--- src/rtl/rsup_pkg.sv ---
package rsup_pkg;
    typedef enum logic [1:0] {
        ST_HOLD    = 2'd0,
        ST_STRETCH = 2'd1,
        ST_RUN     = 2'd2
    } rsup_state_e;
endpackage

--- src/rtl/rsup_sync.sv ---
module rsup_sync #(
    parameter int   STAGES  = 2,
    parameter logic RST_VAL = 1'b0
) (
    input  logic clk,
    input  logic arst_n,
    input  logic d_i,
    output logic q_o
);
    logic [STAGES-1:0] chain_q;

    always_ff @(posedge clk or negedge arst_n) begin
        if (!arst_n) chain_q <= {STAGES{RST_VAL}};
        else         chain_q <= {chain_q[STAGES-2:0], d_i};
    end

    assign q_o = chain_q[STAGES-1];
endmodule

--- src/rtl/rsup_mr_filter.sv ---
module rsup_mr_filter #(
    parameter int FILT = 8
) (
    input  logic clk,
    input  logic arst_n,
    input  logic lvl_n_i,
    output logic act_o
);
    localparam int CW = $clog2(FILT + 1);
    localparam logic [CW-1:0] LAST = CW'(FILT - 1);

    logic [CW-1:0] low_cnt_q;

    always_ff @(posedge clk or negedge arst_n) begin
        if (!arst_n) begin
            low_cnt_q <= '0;
            act_o     <= 1'b0;
        end else if (lvl_n_i) begin
            low_cnt_q <= '0;
            act_o     <= 1'b0;
        end else if (low_cnt_q == LAST) begin
            act_o     <= 1'b1;
        end else begin
            low_cnt_q <= low_cnt_q + 1'b1;
        end
    end
endmodule

--- src/rtl/rsup_wdog.sv ---
module rsup_wdog #(
    parameter int WD_CYC = 50,
    localparam int CW = $clog2(WD_CYC + 1)
) (
    input  logic          clk,
    input  logic          arst_n,
    input  logic          strobe_s_i,
    input  logic          hold_i,
    input  logic          off_i,
    output logic          exp_o,
    output logic [CW-1:0] cnt_o
);
    localparam logic [CW-1:0] LAST = CW'(WD_CYC - 1);

    logic prev_q;
    logic toggled;

    assign toggled = strobe_s_i ^ prev_q;

    always_ff @(posedge clk or negedge arst_n) begin
        if (!arst_n) begin
            prev_q <= 1'b0;
            cnt_o  <= '0;
            exp_o  <= 1'b0;
        end else begin
            prev_q <= strobe_s_i;
            exp_o  <= 1'b0;
            if (hold_i || off_i || toggled) begin
                cnt_o <= '0;
            end else if (cnt_o == LAST) begin
                cnt_o <= '0;
                exp_o <= 1'b1;
            end else begin
                cnt_o <= cnt_o + 1'b1;
            end
        end
    end
endmodule

--- src/rtl/rst_supervisor.sv ---
module rst_supervisor
    import rsup_pkg::*;
#(
    parameter int STRETCH_CYC = 4000000,
    parameter int WD_CYC      = 32000000,
    parameter int MR_FILT     = 10
) (
    input  logic clk,
    input  logic arst_n,
    input  logic supply_low_i,
    input  logic man_rst_n_i,
    input  logic strobe_i,
    input  logic strobe_undriven_i,
    output logic sys_rst_n_o,
    output logic sys_rst_o
);
    localparam int SW = $clog2(STRETCH_CYC + 1);
    localparam int WW = $clog2(WD_CYC + 1);
    localparam logic [SW-1:0] ST_LAST = SW'(STRETCH_CYC - 1);

    rsup_state_e   state_q, state_d;
    logic [SW-1:0] st_cnt_q;
    logic          mr_lvl, mr_act, strobe_s, wd_exp, lvl_cause;
    logic [WW-1:0] wd_cnt;

    rsup_sync #(.STAGES(2), .RST_VAL(1'b1)) u_mr_sync (
        .clk(clk), .arst_n(arst_n), .d_i(man_rst_n_i), .q_o(mr_lvl)
    );

    rsup_sync #(.STAGES(2), .RST_VAL(1'b0)) u_wd_sync (
        .clk(clk), .arst_n(arst_n), .d_i(strobe_i), .q_o(strobe_s)
    );

    rsup_mr_filter #(.FILT(MR_FILT)) u_mr_filt (
        .clk(clk), .arst_n(arst_n), .lvl_n_i(mr_lvl), .act_o(mr_act)
    );

    rsup_wdog #(.WD_CYC(WD_CYC)) u_wdog (
        .clk(clk), .arst_n(arst_n), .strobe_s_i(strobe_s),
        .hold_i(sys_rst_o), .off_i(strobe_undriven_i),
        .exp_o(wd_exp), .cnt_o(wd_cnt)
    );

    assign lvl_cause = supply_low_i | mr_act;

    // next-state decision
    always_comb begin
        state_d = state_q;
        unique case (state_q)
            ST_HOLD:    if (!lvl_cause) state_d = ST_STRETCH;
            ST_STRETCH: begin
                if (lvl_cause)                  state_d = ST_HOLD;
                else if (st_cnt_q == ST_LAST)   state_d = ST_RUN;
            end
            ST_RUN: begin
                if (lvl_cause)   state_d = ST_HOLD;
                else if (wd_exp) state_d = ST_STRETCH;
            end
            default:             state_d = ST_HOLD;
        endcase
    end

    // state register and stretch counter
    always_ff @(posedge clk or negedge arst_n) begin
        if (!arst_n) begin
            state_q  <= ST_STRETCH;
            st_cnt_q <= '0;
        end else begin
            state_q  <= state_d;
            st_cnt_q <= (state_q == ST_STRETCH) ? st_cnt_q + 1'b1 : '0;
        end
    end

    // outputs
    always_comb begin
        sys_rst_o   = (state_q != ST_RUN);
        sys_rst_n_o = (state_q == ST_RUN);
    end
endmodule

--- config.mk ---
export PLATFORM = sky130hd
export DESIGN_NAME = rst_supervisor
export DESIGN_NICKNAME = d
export VERILOG_FILES = /design/src/rtl/rsup_pkg.sv /design/src/rtl/rsup_sync.sv /design/src/rtl/rsup_mr_filter.sv /design/src/rtl/rsup_wdog.sv /design/src/rtl/rst_supervisor.sv
export SDC_FILE = /design/constraint.sdc
export NUM_CORES = 1
export LEC_CHECK = 0
export BUFFER_PORTS_ARGS = -buffer_cell sky130_fd_sc_hd__buf_4
export CAP_MARGIN = 20
export CORE_ASPECT_RATIO = 1.5
export CORE_UTILIZATION = 61
export CTS_CLUSTER_SIZE = 16
export DETAILED_ROUTE_END_ITERATION = 10
export PLACE_DENSITY = 0.87
export SLEW_MARGIN = 10
export SYNTH_ARGS = -nofsm -noshare
export SYNTH_HDL_FRONTEND = slang
export SYNTH_SLANG_ARGS = --single-unit
export TNS_END_PERCENT = 1
--- constraint.sdc ---
create_clock -name clk -period 2.4 [get_ports clk]
set_input_delay 0.12 -clock clk [delete_from_list [all_inputs] [get_ports clk]]
set_output_delay 0.12 -clock clk [all_outputs]
set_load 0.005 [all_outputs]
Yosys cells after proc, flatten, opt, wreduce, memory -nomap -nowiden
Index checks and enable logic that the tools add are counted.
Widths: inputs -> output; s select.
{"block": "word_totals", "out_inout_bits": 2, "reg_bits": 60, "in_bits": 6}
{"block": "op_classes", "eq_ne": 10, "n_mux": 15, "add_sub_neg": 3, "n_bitwise": 2, "n_reduce_logical": 5}
{"cell": "$mux 25", "n": 2}
{"cell": "$add 25x1->25 const B", "n": 1}
{"cell": "$eq 25x25->1 const B", "n": 1}
{"cell": "$add 22x1->22 const B", "n": 1}
{"cell": "$eq 22x22->1 const B", "n": 1}
{"cell": "$mux 22", "n": 1}
{"cell": "$mux 2", "n": 5}
{"cell": "$mux 4", "n": 2}
{"cell": "$ne 2x2->1 const B", "n": 3}
{"cell": "$pmux 2 s3", "n": 1}
{"cell": "$add 4x1->4 const B", "n": 1}
{"cell": "$eq 4x4->1 const B", "n": 1}
{"cell": "$mux 1", "n": 4}
{"cell": "$ne 3x1->1 const B", "n": 1}
{"cell": "$ne 3x3->1 const B", "n": 1}
{"cell": "$reduce_and 3->1", "n": 1}
{"cell": "$eq 2x1->1 const B", "n": 1}
{"cell": "$eq 2x2->1 const B", "n": 1}
{"cell": "$logic_not 2->1", "n": 1}
{"cell": "$logic_or 1x1->1", "n": 2}
{"cell": "$reduce_bool 2->1", "n": 1}
{"cell": "$or 1x1->1", "n": 1}
{"cell": "$xor 1x1->1", "n": 1}

Longest topological paths before layout
{"block": "depth", "ltp_word": 4, "mapped_depth": 6, "mapped_depth_nobuf": 5}

By module
Synthesis repeated with hierarchy kept, for this count alone.
{"block": "hier_totals", "cells_unflattened": 288, "area_unflattened_um2": 2901.5}
{"module": "rsup_wdog", "cells_each": 137, "n_inst": 1, "area_per_inst_um2": 1338.8}
{"module": "rst_supervisor", "cells_each": 125, "n_inst": 1, "area_per_inst_um2": 1213.7}
{"module": "rsup_mr_filter", "cells_each": 22, "n_inst": 1, "area_per_inst_um2": 246.5}
{"module": "rsup_sync at u_mr_sync", "cells_each": 2, "n_inst": 1, "area_per_inst_um2": 52.6}
{"module": "rsup_sync at u_wd_sync", "cells_each": 2, "n_inst": 1, "area_per_inst_um2": 50.0}

Worst setup path after synthesis
OpenSTA, ideal clock, no wires.
{"block": "synth_timing", "path_kind": "register -> register", "start": "reg u_wdog.cnt_o[13]", "end": "reg u_wdog.cnt_o[10]", "stages_incl_launch_ff": 6, "required_time_ns": 2.281, "synth_period_minus_slack_ns": 1.855, "setup_time_ns": 0.119, "path_buffers": 1, "arrival_time_ns": 1.736, "setup_slack_ns": 0.545, "path_cell_list": "dfrtp_1 > or3b_1 > or4_2 > o21bai_4 > buf_4 > nor2_1"}
{"block": "synth_via", "elab_chain_cells": 3}
{"element": "from (decl)", "line_no": "rsup_wdog.sv:11", "rtl": "output logic [CW-1:0] cnt_o"}
{"element": "from (signal assigned)", "line_no": "rsup_wdog.sv:34", "rtl": "cnt_o <= cnt_o + 1'b1;"}
{"element": "$eq 25x25->1", "line_no": "rsup_wdog.sv:30", "rtl": "end else if (cnt_o == LAST) begin"}
{"element": "$mux 25", "line_no": "rsup_wdog.sv:30"}
{"element": "$mux 25", "line_no": "rsup_wdog.sv:28", "rtl": "if (hold_i || off_i || toggled) begin"}
Every way passes these cells.
A chain may end at the register's enable or synchronous reset.

Worst setup path in the final report
{"block": "layout_timing", "start": "reg u_wdog.cnt_o[0]", "end": "reg u_wdog.cnt_o[3]"}
{"block": "layout_via", "elab_chain_cells": 3, "elab_cells_between_ends": 4, "cone_classes": "add/sub: 1; eq/ne: 1; mux: 2"}
{"element": "$add 25x1->25 / $eq 25x25->1 (equally long branches)", "line_no": "rsup_wdog.sv:34, rsup_wdog.sv:30"}
{"element": "$mux 25 *", "line_no": "rsup_wdog.sv:30"}
{"element": "$mux 25 *", "line_no": "rsup_wdog.sv:28"}
Every way passes the cells marked *; elsewhere a longest branch is shown, timed or not.

==> key figures <==
Clocking
  • TritonCTS Sinks: 60
  • Post-CTS Setup Repair Bufs: 0
  • CTS Buf Count: 9
  • Reg clk slew, reported paths: around 0.070 ns
  • Post-CTS Resized: 0
  • H-tree depth: 3
  • Worst skew pair latency: 0.34 ns
  • Clk buf depth: 2
  • Root Buffer: clkbuf_8
  • CTS tree: built

GRT
  • Tot GR Track Use: 25.8%
  • Vias in the first global route: ~2200
  • Antenna violations before repair: 0
  • First-pass GRT wire length: between 9 and 10 mm
  • Largest net degree at the start of global routing: 61
  • Overflow left after global routing: 0

Power and ir drop
  • P_sw: 432 µW
  • Seq pwr share: between 40% and 50%
  • Switch share: approximately 19%
  • Combinational group share of total power: approximately 2.7%
  • P_leak: roughly 0.0013 µW
  • PwrDens: just under 700 mW/mm²
  • Maximum vdd drop: 0.000522 V
  • Clock power share: 50.7%
  • P_int: 1800 µW

Cells and area
  • Antenna Diode Count: 0
  • Final #Nets: 313
  • Cell Count, Final, Fillers Out: 372
  • Layout cells sized above 1: approximately 14%
  • Filler instances: between 300 and 400
  • Syn-to-layout area delta: 14.2%
  • Final core utilization: between 70 and 80%

Synthesis
  • Mapped Area: around 0.0029 mm²
  • Number of flops mapped to enable cells by yosys: 0
  • Ys flop type: dfrtp_1
  • Seq/Total Area, Yosys: between 50% and 60%
  • Syn_nets: 295
  • Avg Inst Size Synth: 10.2 µm²
  • Synth unique cells: 41
  • Synth async-reset ratio: between 90% and 100%
  • Syn. warnings: 0
  • #FFs+latches synth: 60
  • Synthesized instance count: about 290

Die
  • CORE AREA: between 0.004 and 0.005 mm²
  • Die X: between 50 and 60 µm
  • Initial Util: 63.9%
  • Std cell rows: 30
  • Die height: approximately 86 µm
  • DIE AREA: a little over 0.005 mm²
  • I/O pins: 8

Place
  • Dpl ws: 0.468 ns
  • PortBufs: 7
  • Placer Congestion: roughly 0.79
  • HPWL after DPL: between 3 and 4 mm
  • Placed Instances: 352

Route
  • Wl on met1: between 2 and 2.5 mm
  • Starting DRC count in detailed routing: 140
  • Met2 WL: between 2 and 3 mm
  • DR vias: ~2200
  • Via density per instance: around 6.0
  • DR top layer: met4
  • Post-DR wirelength/cell: about 15 µm
  • DR WL met3: between 150 and 200 µm
  • Drt total wl: 5.60 mm
  • Post-DRT Antenna Nets: 0
  • Residual DRC: 0
  • DRT Pass-1 Iters: 4

Timing
  • Final count of pins violating max slew: 0
  • Final min period: about 2.0 ns
  • Fin crit share: ~84%
  • F_max: roughly 500 MHz
  • RSZ-0062 raised after global routing: false
  • Setup Skew: a little under 0.01 ns
  • Worst-Margin Slew: between 0.7 and 0.8 ns
  • Final setup viols: 0
  • Final-report hold violation count: 0
  • Sum Neg Setup Slack: 0 ns
  • Slew HR: 50.7%
  • Worst hold slack: ~0.15 ns
  • Final WS setup: approximately 0.39 ns

Critical path
  • Req. time, crit path: about 2.6 ns
  • Crit start category: register
  • Critical path fanouts, max: 12
  • R2R Path Start: u_wdog.cnt_o[0]
  • Worst reg2reg path depth: 6
  • Worst Path Arrival: ~2.2 ns
  • Flop-to-flop setup slack: approximately 0.39 ns
  • Nature of the critical path endpoint: register
  • Critical Setup Path Class: register to register
  • Reg2Reg Capture Point: u_wdog.cnt_o[3]

Run
  • Max-cap violations: 0

Worst hold path
  • Hold Crit Depth: 3
  • Hold Crit Class: input port to register
  • Hold Path End: u_wdog.cnt_o[6]
  • Hold path start: strobe_undriven_i

Status
  • Outcome: finished clean
## placed cells by master, fill, tap and decap left out, drive strengths merged
cell and instances:
a2111oi 1, a211oi 1, a21oi 24, and2 4, and3 1, and4 5
buf 13, bufinv 3, clkbuf 12, clkinv 1, dfrtp 57, dfstp 3
dlygate4sd3 4, ha 4, inv 11, mux2i 1, nand2 15, nand2b 3
nand3 14, nand3b 1, nand4 11, nand4b 1, nor2 31, nor2b 1
nor3 5, nor4b 4, nor4bb 1, o21ai 13, o21bai 1, o31ai 10
o32a 1, or3 13, or3b 1, or4 13, or4b 1, xnor2 10
xor2 13
## registers in the layout (all words and copies together), names as in the netlist, 2 cells and up
| signal | flops |
|---|---|
| st_cnt_q | 22 |
| u_wdog.cnt_o | 25 |
| u_mr_filt.low_cnt_q | 4 |
| state_q | 2 |
| u_mr_sync.chain_q | 2 |
| u_wd_sync.chain_q | 2 |
## timing repair
action                     in CTS  in global routing
hold buffers                    4                  0
hold endpoints to repair       61                  0
setup endpoints to repair       0                  0
## cell usage after synthesis, types with 4 or more instances
master | count | share of area (%)
dfrtp_1 | 57 | 49
nor2_1 | 31 | 4.0
a21oi_1 | 21 | 3.6
nand2_1 | 15 | 1.9
nand3_1 | 14 | 2.4
o21ai_0 | 13 | 2.2
xor2_1 | 13 | 3.9
or3_1 | 12 | 2.6
inv_1 | 11 | 1.4
or4_1 | 11 | 2.8
nand4_1 | 10 | 2.2
o31ai_1 | 10 | 2.6
xnor2_1 | 10 | 3.0
clkbuf_1 | 7 | 0.91
nor3_1 | 5 | 0.86
and2_1 | 4 | 0.86
and4_1 | 4 | 1.2
ha_1 | 4 | 1.7
nor4b_1 | 4 | 1.2
## logic make-up (layout without fill, tap and decap cells)
family | after synthesis | in the layout | share of synthesized area (%)
DFF | 60 | 60 | 51.9
adders and majority gates | 4 | 4 | 1.73
muxes | 1 | 1 | 0.345
AOI/OAI and AO/OA | 51 | 51 | 10.9
buffers and inverters | 21 | 44 | 3.37
and+or+nand+nor | 125 | 125 | 24.8
xor gates and xnor gates | 23 | 23 | 6.95
## through the flow
stage,instance area [µm²],power [µW]
after CTS,3310,2250
after detailed placement,3020,1110
after floorplan,2900,1080
final,3310,2230
after global routing,3310,2300
after global placement,3020,1110
## worst max-delay path by stage
stage,from,to,slack [ns],cells past startpoint
2_1_floorplan,u_wdog.cnt_o[13],u_wdog.cnt_o[10],0.54,5
3_3_place_gp,u_wdog.cnt_o[13],u_wdog.cnt_o[23],0.52,5
3_5_place_dp,u_wdog.cnt_o[13],u_wdog.cnt_o[11],0.47,5
4_1_cts,u_wdog.cnt_o[0],u_wdog.cnt_o[4],0.41,6
5_1_grt,u_wdog.cnt_o[0],u_wdog.cnt_o[9],0.33,6
6_report,u_wdog.cnt_o[0],u_wdog.cnt_o[3],0.39,6
## per-layer routing
metal | track usage [%] | vias to the layer above
met5 | 0 | -
met4 | 11.7 | 0
met3 | 7.91 | 12
met2 | 45.4 | 49
met1 | 27.9 | 1103
li1 | - | 1068
## area by class of cell
cell class	count	area [µm²]	share of cell area, %
timing repair buffer	17	138	4.16
sequential	60	1510	45.4
multi-input combinational	204	1300	39.2
tap	64	80.1	2.42
clock buffer	12	155	4.68
inverter	11	41.3	1.25
clock inverter	4	95.1	2.87
## critical path: stages, from the launching register on
cell	delay (ns)
dfrtp_1	0.37
ha_1	0.21
nand2_1	0.12
or4_2	0.74
o21bai_4	0.15
buf_4	0.21
nor2_1	0.07
## power by group through the flow
| stage | combinational, µW | sequential (µW) | clock, µW |
|---|---|---|---|
| after floorplan | 23.6 | 1050 | 0 |
| after global placement | 54.4 | 1060 | 0 |
| after detailed placement | 56.2 | 1060 | 0 |
| after CTS | 61.6 | 1040 | 1150 |
| after global routing | 68.9 | 1040 | 1190 |
| final | 59.8 | 1040 | 1130 |
Note: power is estimated with default switching activity, not from simulation.
